`config.mk`:
```
export PLATFORM = sky130hd
export DESIGN_NAME = gci_wake_seq
export DESIGN_NICKNAME = d
export VERILOG_FILES = /design/src/rtl/gci_wake_seq.sv
export SDC_FILE = /design/constraint.sdc
export NUM_CORES = 1
export LEC_CHECK = 0
export ABC_CLOCK_PERIOD_IN_PS = 1700
export BUFFER_PORTS_ARGS = -buffer_cell sky130_fd_sc_hd__buf_2
export CAP_MARGIN = 20
export CORE_AREA = 2 2 78 80
export DETAILED_ROUTE_END_ITERATION = 8
export DIE_AREA = 0 0 80 82
export SLEW_MARGIN = 20
export SYNTH_ARGS = -nofsm -noshare
export SYNTH_HDL_FRONTEND = slang
export SYNTH_SLANG_ARGS = --single-unit
```
`constraint.sdc`:
```
create_clock -name clk -period 1.7 [get_ports clk]
set_input_delay 0.17 -clock clk [delete_from_list [all_inputs] [get_ports clk]]
set_output_delay 0.17 -clock clk [all_outputs]
set_load 0.01 [all_outputs]
```
`src/rtl/gci_wake_seq.sv`:
```
module gci_wake_seq #(
  parameter int FRAME_BITS = 16,
  parameter int CI_POS     = 8,
  parameter int LOSS_CYC   = 32
) (
  input  logic       clk,
  input  logic       rst_n,
  input  logic       dclk,
  input  logic       fsync,
  input  logic       rxd,
  input  logic       tx_data,
  input  logic       force_zero,
  input  logic [3:0] cmd_code,
  input  logic       irq_mask,
  input  logic       irq_ack,
  output logic       txd,
  output logic       irq,
  output logic [5:0] status
);
  localparam int BW = $clog2(FRAME_BITS);
  localparam int CW = $clog2(LOSS_CYC + 1);
  localparam logic [BW-1:0] CI_LO = BW'(CI_POS);
  localparam logic [BW-1:0] CI_HI = BW'(CI_POS + 3);
  localparam logic [BW-1:0] LAST  = BW'(FRAME_BITS - 1);
  localparam logic [CW-1:0] LIMIT = CW'(LOSS_CYC - 1);

  logic          dclk_q, ph, synced, deact, prev_ok, pend;
  logic [BW-1:0] bcnt;
  logic [CW-1:0] idle;
  logic [3:0]    sh, prev_code, ci_code;

  wire       rise     = dclk & ~dclk_q;
  wire       dclk_tgl = dclk ^ dclk_q;
  wire       in_ci    = synced && (bcnt >= CI_LO) && (bcnt <= CI_HI);
  wire [1:0] ci_idx   = 2'(bcnt - CI_LO);
  wire       cmd_bit  = cmd_code[2'd3 - ci_idx];
  wire [3:0] code_now = {sh[2:0], rxd};
  wire       ci_end   = rise && ph && synced && !fsync && (bcnt == CI_HI);
  wire       new_ind  = ci_end && prev_ok && (code_now == prev_code) && (code_now != ci_code);

  assign txd    = force_zero ? 1'b0 : (deact || !synced) ? 1'b1 : in_ci ? cmd_bit : tx_data;
  assign irq    = pend & ~irq_mask;
  assign status = {pend, deact, ci_code};

  always_ff @(posedge clk) begin
    if (!rst_n) begin
      dclk_q    <= 1'b0;
      ph        <= 1'b0;
      synced    <= 1'b0;
      bcnt      <= LAST;
      idle      <= '0;
      deact     <= 1'b1;
      prev_ok   <= 1'b0;
      prev_code <= 4'hF;
      sh        <= 4'h0;
      ci_code   <= 4'hF;
      pend      <= 1'b0;
    end else begin
      dclk_q <= dclk;
      if (dclk_tgl) begin
        idle  <= '0;
        deact <= 1'b0;
      end else if (!deact) begin
        if (idle == LIMIT) begin
          deact   <= 1'b1;
          synced  <= 1'b0;
          prev_ok <= 1'b0;
          ci_code <= 4'hF;
        end else begin
          idle <= idle + 1'b1;
        end
      end
      if (rise) begin
        if (fsync) begin
          bcnt   <= '0;
          ph     <= 1'b1;
          synced <= 1'b1;
        end else if (!ph) begin
          bcnt <= (bcnt == LAST) ? '0 : bcnt + 1'b1;
          ph   <= 1'b1;
        end else begin
          ph <= 1'b0;
          if (in_ci) sh <= code_now;
          if (ci_end) begin
            prev_code <= code_now;
            prev_ok   <= 1'b1;
          end
        end
      end
      if (new_ind) ci_code <= code_now;
      if (new_ind) pend <= 1'b1;
      else if (irq_ack) pend <= 1'b0;
    end
  end

  p_loss_window_r2: assert property (@(posedge clk) disable iff (!rst_n)
    $rose(deact) |-> $past(idle) == LIMIT);
  p_resume_r2: assert property (@(posedge clk) disable iff (!rst_n)
    dclk_tgl |=> !deact);
  p_idle_line_r3: assert property (@(posedge clk) disable iff (!rst_n)
    (deact && !force_zero) |-> txd);
  p_code_flags_r7: assert property (@(posedge clk) disable iff (!rst_n)
    (!$stable(ci_code) && !deact) |-> pend);
  p_pend_hold_r9: assert property (@(posedge clk) disable iff (!rst_n)
    (pend && !irq_ack) |=> pend);
endmodule

```
==> results.sh, run 1 <==
export IMPL_run_status="finished with violations"
export IMPL_violations="setup timing"
export IMPL_drc_errors=0
export IMPL_crit_fanout=2
export IMPL_clock_sinks=27
export IMPL_die_h_um=82
export IMPL_cp_startpoint="bcnt[0]"
export IMPL_path_class="flop to primary output"
export IMPL_clock_power_share_pct=31.7
export IMPL_final_common_cell="dfxtp_1"
export IMPL_synthCells=146
export IMPL_cts_hold_buf=0
export IMPL_layout_nets=192
export IMPL_syn_to_final_growth_pct=20.9
export IMPL_first_pass_iters=4
export IMPL_finalClockSkew_ps=11.3
export IMPL_io_pins=21
export IMPL_synth_cell_area_mm2=0.00139
export IMPL_gr_total_overflow=0
export IMPL_synth_edff_count=0
export IMPL_ys_seq_area_share_pct=39.0
export IMPL_rsz0062_at_grt="yes"
export IMPL_utilization_pct=29.1
export IMPL_r2r_cells=5
export IMPL_pre_cts_ws_ps=82.0
export IMPL_cts_buffers=3
export IMPL_grt_use_total_pct=8.86
export IMPL_synth_compound_area_share_pct=13.9
export IMPL_synthXorXnorAreaFrac_pct=7.59
export IMPL_synthMuxAreaShare_pct=8.85
export IMPL_grt_first_pass_wirelength_um=4600
export IMPL_r2r_end="idle[5]"
export IMPL_p_comb_share_pct=12.5
export IMPL_insertion_delay_ps=280
export IMPL_post_route_period_util_pct=103
export IMPL_dpl_cell_count=240
export IMPL_synth_async_sr_flop_share_pct=0
export IMPL_antenna_left=0
export IMPL_yosysUniqueCellTypes=34
export IMPL_dieArea_mm2=0.00656
export IMPL_synthAdderAreaFrac_pct=3.61
export IMPL_yosys_area_share_simple_pct=22.1
export IMPL_p_seq_share_pct=55.8
export IMPL_clock_path_buffers=2
export IMPL_peakVddDrop_mv=0.350
export IMPL_dieWidth_um=80
export IMPL_layout_cells_non_filler=249
export IMPL_coreArea_mm2=0.00575
export IMPL_synth_avg_cell_area_um2=9.49
export IMPL_design_area_mm2=0.00167
export IMPL_cts_root_buf="clkbuf_8"
export IMPL_sw_frac_of_total_pct=25.3
export IMPL_num_vias=1071
export IMPL_ys_flop_type="dfxtp_1"
export IMPL_fin_tns_setup_ps=-50.0
export IMPL_wl_per_cell_um=10.5
export IMPL_hpwl_um=1900
export IMPL_worst_slack_ps=-50.0
export IMPL_finalHoldViolCount=0
export IMPL_antenna_found_initial=0
export IMPL_drt_vias_per_instance=4.30
export IMPL_totalWireLength_um=2630
export IMPL_grt_pass1_vias=997
export IMPL_crit_end="txd"
export IMPL_switching_power_w=0.000304
export IMPL_grt_start_max_net_pins=27
export IMPL_path_clk_slew_ps=100
export IMPL_cts_tree="done"
export IMPL_maxCapViolCount=0
export IMPL_finalCriticalPeriod_ps=1750
export IMPL_final_cell_mix="dfxtp_1, buf_2, nand2_1"
export IMPL_initial_core_util_pct=24.1
export IMPL_crit_path_start_kind="flop"
export IMPL_n_antenna_cell=0
export IMPL_r2r_start="idle[0]"
export IMPL_synth_fp_nets=163
export IMPL_drive_gt1_share_pct=25.3
export IMPL_hold_class="input port to flop"
export IMPL_cp_end_kind="primary output"
export IMPL_cts_max_level=1
export IMPL_synth_top_family_by_area="simple AND/OR/NAND/NOR gates"
export IMPL_crit_arrival_ps=1580
export IMPL_ys_warn_count=0
export IMPL_portBuffers=20
export IMPL_ff2ff_setup_slack_ps=90
export IMPL_gp_congestion=0.721
export IMPL_p_int_w=0.000900
export IMPL_max_freq_mhz=571
export IMPL_placed_area_mm2=0.00158
export IMPL_synth_seq_cells=27
export IMPL_drv_slew=0
export IMPL_power_density_mw_per_mm2=719
export IMPL_final_setup_viol_count=1
export IMPL_worst_pin_slew_ps=465
export IMPL_first_iter_violations=45
export IMPL_slew_headroom_pct=68.7
export IMPL_rows=28
export IMPL_worstPathRequired_ps=1530
export IMPL_leakagePower_nw=0.651
-- what timing repair did --
item                                    4_1_cts  5_1_grt
gates resized for setup                       3        2
endpoints found under the setup margin        1        7
pin swaps                                     1        2
buffers inserted                              2        3
-- stage by stage --
stage | total power [W] | hold WS [ps]
finish | 0.00120 | 128
global route | 0.00128 | 118
CTS | 0.00123 | 115
detailed placement | 0.000824 | 418
global placement | 0.000824 | 421
floorplan | 0.000782 | 297
-- metal layers --
metal  up-vias  track usage [%]  wire (um)
met5         -                0          0
met2        22             14.8       1130
met3         2             2.31        127
met4         0             2.03         27
li1        566                -          -
met1       481             11.4       1340
-- final cells by class --
cell class	count	area, um2
Clock buffer	3	41.3
Clock inverter	1	8.76
Fill cell	635	4070
Inverter	9	33.8
Multi-Input combinational cell	105	783
Sequential cell	27	542
Tap cell	75	93.8
Timing Repair Buffer	29	171
-- cells in the mapped netlist, drive strengths merged, types with 2 or more instances --
| master | count | share of area, % |
|---|---|---|
| dfxtp | 27 | 39 |
| xor2 | 4 | 2.5 |
| and3 | 2 | 0.90 |
| o21ai | 9 | 3.3 |
| a21oi | 6 | 2.2 |
| inv | 9 | 2.4 |
| nor2 | 9 | 2.4 |
| buf | 3 | 1.9 |
| clkbuf | 2 | 0.54 |
| xnor2 | 8 | 5.1 |
| nor3b | 4 | 2.2 |
| nor2b | 9 | 4.1 |
| mux2i | 10 | 7.2 |
| a31oi | 2 | 0.90 |
| nand3 | 5 | 1.8 |
| a21boi | 3 | 1.6 |
| ha | 4 | 3.6 |
| a211oi | 2 | 1.1 |
| o41a | 2 | 1.8 |
| nand2 | 13 | 3.5 |
-- power by group through the flow --
stage	clock network (W)	logic [W]	registers, W
after floorplan	0	0.0000972	0.000684
after detailed placement	0	0.000138	0.000686
after global routing	0.000431	0.000170	0.000676
after global placement	0	0.000138	0.000686
after CTS	0.000406	0.000147	0.000672
final	0.000382	0.000150	0.000672
-- worst max-delay path, stage by stage (launching register included) --
cell and delay [ps]:
dfxtp_2 350, buf_6 100, mux4_2 480, mux2i_1 140, a31oi_1 90, buf_2 150
-- worst min-delay path by stage --
| stage | from | endpoint | slack (ps) | depth (start not counted) |
|---|---|---|---|---|
| after floorplan | dclk | dclk_q | 300 | 1 |
| after global placement | dclk | dclk_q | 420 | 2 |
| after detailed placement | dclk | dclk_q | 420 | 2 |
| after CTS | dclk | dclk_q | 110 | 2 |
| after global routing | dclk | dclk_q | 120 | 2 |
| final | dclk | dclk_q | 130 | 2 |
-- cells by family (layout without fill, tap and decap cells) --
logic type               Yosys count  count (layout)
AND/OR/NAND/NOR                   49              49
AO/OA/AOI/OAI                     29              29
flip-flops                        27              27
buffers and inverters             14              42
XOR/XNOR                          12              12
multiplexers                      11              11
adder cells (fa/ha/maj)            4               4
-- flip-flops by register name (all words and copies together), names as in the netlist --
signal and cells:
dclk_q 1, synced 1, pend 1, ph 1
ci_code 4, prev_code 4, sh 3, prev_ok 1
bcnt 4, idle 6, deact 1
No activity file was read; power rests on OpenSTA's default activity.
==> inputs of run 2 (changes only) <==
--- a/config.mk
+++ b/config.mk
@@ -5,10 +5,11 @@
 export SDC_FILE = /design/constraint.sdc
 export NUM_CORES = 1
 export LEC_CHECK = 0
-export ABC_CLOCK_PERIOD_IN_PS = 1700
+export ABC_CLOCK_PERIOD_IN_PS = 2240
 export BUFFER_PORTS_ARGS = -buffer_cell sky130_fd_sc_hd__buf_2
 export CAP_MARGIN = 20
 export CORE_AREA = 2 2 78 80
+export CTS_CLUSTER_SIZE = 40
 export DETAILED_ROUTE_END_ITERATION = 8
 export DIE_AREA = 0 0 80 82
 export SLEW_MARGIN = 20
==> constraint.sdc (replaced) <==
create_clock -name clk -period 2.24 [get_ports clk]
set_input_delay 0.224 -clock clk [delete_from_list [all_inputs] [get_ports clk]]
set_output_delay 0.224 -clock clk [all_outputs]
set_load 0.01 [all_outputs]
==> run 2 against run 1 <==
  * The flow now finishes without violations
  * Clock power decreased by 27%
  * Core utilization shrank 1.3 points
  * Critical path depth decreased by 1
  * Combinational power fell by 36%
  * Worst hold slack better by 51 ps
  * Highest routed layer unchanged
  * First-iteration DRC count is 29% higher
  * Global-route usage fell by 0.24 points
  * Die area is the same
  * Final area decreased by 4.6%
  * Flip-flop and latch count is the same
  * Routed wire length down 3.2%
==> results.sh, run 2 (synthesis gave the netlist of run 1 again) <==
export IMPL_final_cell_mix="dfxtp_1, buf_2, nand2_1"
export IMPL_rsz0062_at_grt="no"
export IMPL_drive_gt1_share_pct=19.3
export IMPL_num_vias=1036
export IMPL_timing_hold_ws_ps=179
export IMPL_r2r_cells=5
export IMPL_worst_pin_slew_ps=519
export IMPL_crit_path_start_kind="flop"
export IMPL_maxCapViolCount=0
export IMPL_crit_arrival_ps=1640
export IMPL_cts_setup_buffers=0
export IMPL_dieWidth_um=80
export IMPL_finalCriticalPeriod_ps=1870
export IMPL_cts_resized=0
export IMPL_run_status="finished clean"
export IMPL_cts_hold_buf=0
export IMPL_gr_total_overflow=0
export IMPL_cp_end_kind="primary output"
export IMPL_finalClockSkew_ps=4.18
export IMPL_finalHoldViolCount=0
export IMPL_io_pins=21
export IMPL_fin_tns_setup_ps=0
export IMPL_r2r_end="ci_code[1]"
export IMPL_clock_sinks=27
export IMPL_cts_root_buf="clkbuf_8"
export IMPL_grt_first_pass_wirelength_um=4640
export IMPL_grt_use_total_pct=8.62
export IMPL_portBuffers=20
export IMPL_leakagePower_nw=0.608
export IMPL_utilization_pct=27.8
export IMPL_rows=28
export IMPL_dieArea_mm2=0.00656
export IMPL_hpwl_um=1870
export IMPL_antenna_found_initial=0
export IMPL_min_from="dclk"
export IMPL_hold_class="input port to flop"
export IMPL_path_clk_slew_ps=90
export IMPL_max_freq_mhz=536
export IMPL_clock_path_buffers=2
export IMPL_wl_per_cell_um=10.5
export IMPL_cts_buffers=3
export IMPL_die_h_um=82
export IMPL_grt_start_max_net_pins=27
export IMPL_drt_vias_per_instance=4.30
export IMPL_totalWireLength_um=2540
export IMPL_final_setup_viol_count=0
export IMPL_path_class="flop to primary output"
export IMPL_worstPathRequired_ps=2020
export IMPL_final_common_cell="dfxtp_1"
export IMPL_syn_to_final_growth_pct=15.4
export IMPL_drc_errors=0
export IMPL_regMostFlops="idle"
export IMPL_peakVddDrop_mv=0.252
export IMPL_cts_tree="done"
export IMPL_layout_nets=184
export IMPL_grt_pass1_vias=1028
export IMPL_n_antenna_cell=0
export IMPL_first_iter_violations=58
export IMPL_hold_depth=2
export IMPL_post_route_period_util_pct=83.3
export IMPL_antenna_left=0
export IMPL_insertion_delay_ps=270
export IMPL_largest_reg_flops=6
export IMPL_coreArea_mm2=0.00575
export IMPL_first_pass_iters=4
export IMPL_ff2ff_setup_slack_ps=530
export IMPL_drv_slew=0
export IMPL_initial_core_util_pct=24.1
export IMPL_slew_headroom_pct=65.1
export IMPL_r2r_start="bcnt[0]"
export IMPL_cts_max_level=1
export IMPL_holdPathEnd="dclk_q"
export IMPL_power_density_mw_per_mm2=554
export IMPL_crit_fanout=6
export IMPL_gp_congestion=0.734
run 2: changes by cell type in the layout (fill, tap and decap cells not counted), sizes merged:
cell    before  now
buf         29   21
clkbuf       3    4
inv         10    9
run 2: worst max-delay path by stage:
stage / startpoint / cells after the start / slack (ps) / endpoint
floorplan: bcnt[0] / 5 / 540 / ci_code[0]
global placement: bcnt[0] / 5 / 570 / ci_code[3]
detailed placement: bcnt[0] / 5 / 530 / ci_code[0]
CTS: bcnt[0] / 4 / 360 / txd
global route: bcnt[0] / 4 / 210 / txd
finish: bcnt[0] / 4 / 370 / txd
run 2: area by class of cell:
class                   instances  area (um2)
well taps                      75        93.8
flip-flops and latches         27         541
clock buffers                   4        45.0
repair buffers                 21         108
multi-input cells             105         777
inverters                       9        33.8
fillers                       643        4150
run 2: power breakdown:
part | switching (W) | leakage (nW) | internal (W)
registers | 0.0000187 | 0.220 | 0.000494
clock network | 0.000150 | 0.0228 | 0.000127
logic | 0.0000502 | 0.366 | 0.0000455
total | 0.000219 | 0.608 | 0.000667
run 2: per-stage QoR:
| step | setup WS, ps | std cells | cell area [um2] | total power, W |
|---|---|---|---|---|
| 2_1_floorplan | 542 | 146 | 1390 | 0.000593 |
| 3_3_place_gp | 574 | 237 | 1550 | 0.000620 |
| 3_5_place_dp | 532 | 237 | 1550 | 0.000619 |
| 4_1_cts | 358 | 241 | 1600 | 0.000902 |
| 5_1_grt | 209 | 241 | 1600 | 0.000933 |
| 6_report | 375 | 241 | 1600 | 0.000885 |
run 2: critical path, stage by stage (launching register included):
cell and delay, ps:
dfxtp_1 440, mux4_2 520, mux2i_1 170, a31oi_1 90, buf_2 150
run 2: routing by layer:
layer / GRT usage, % / wire length [um]
met1: 12.2 / 1340
met2: 13.3 / 1050
met3: 1.87 / 125
met4: 2.03 / 20
met5: 0 / 0
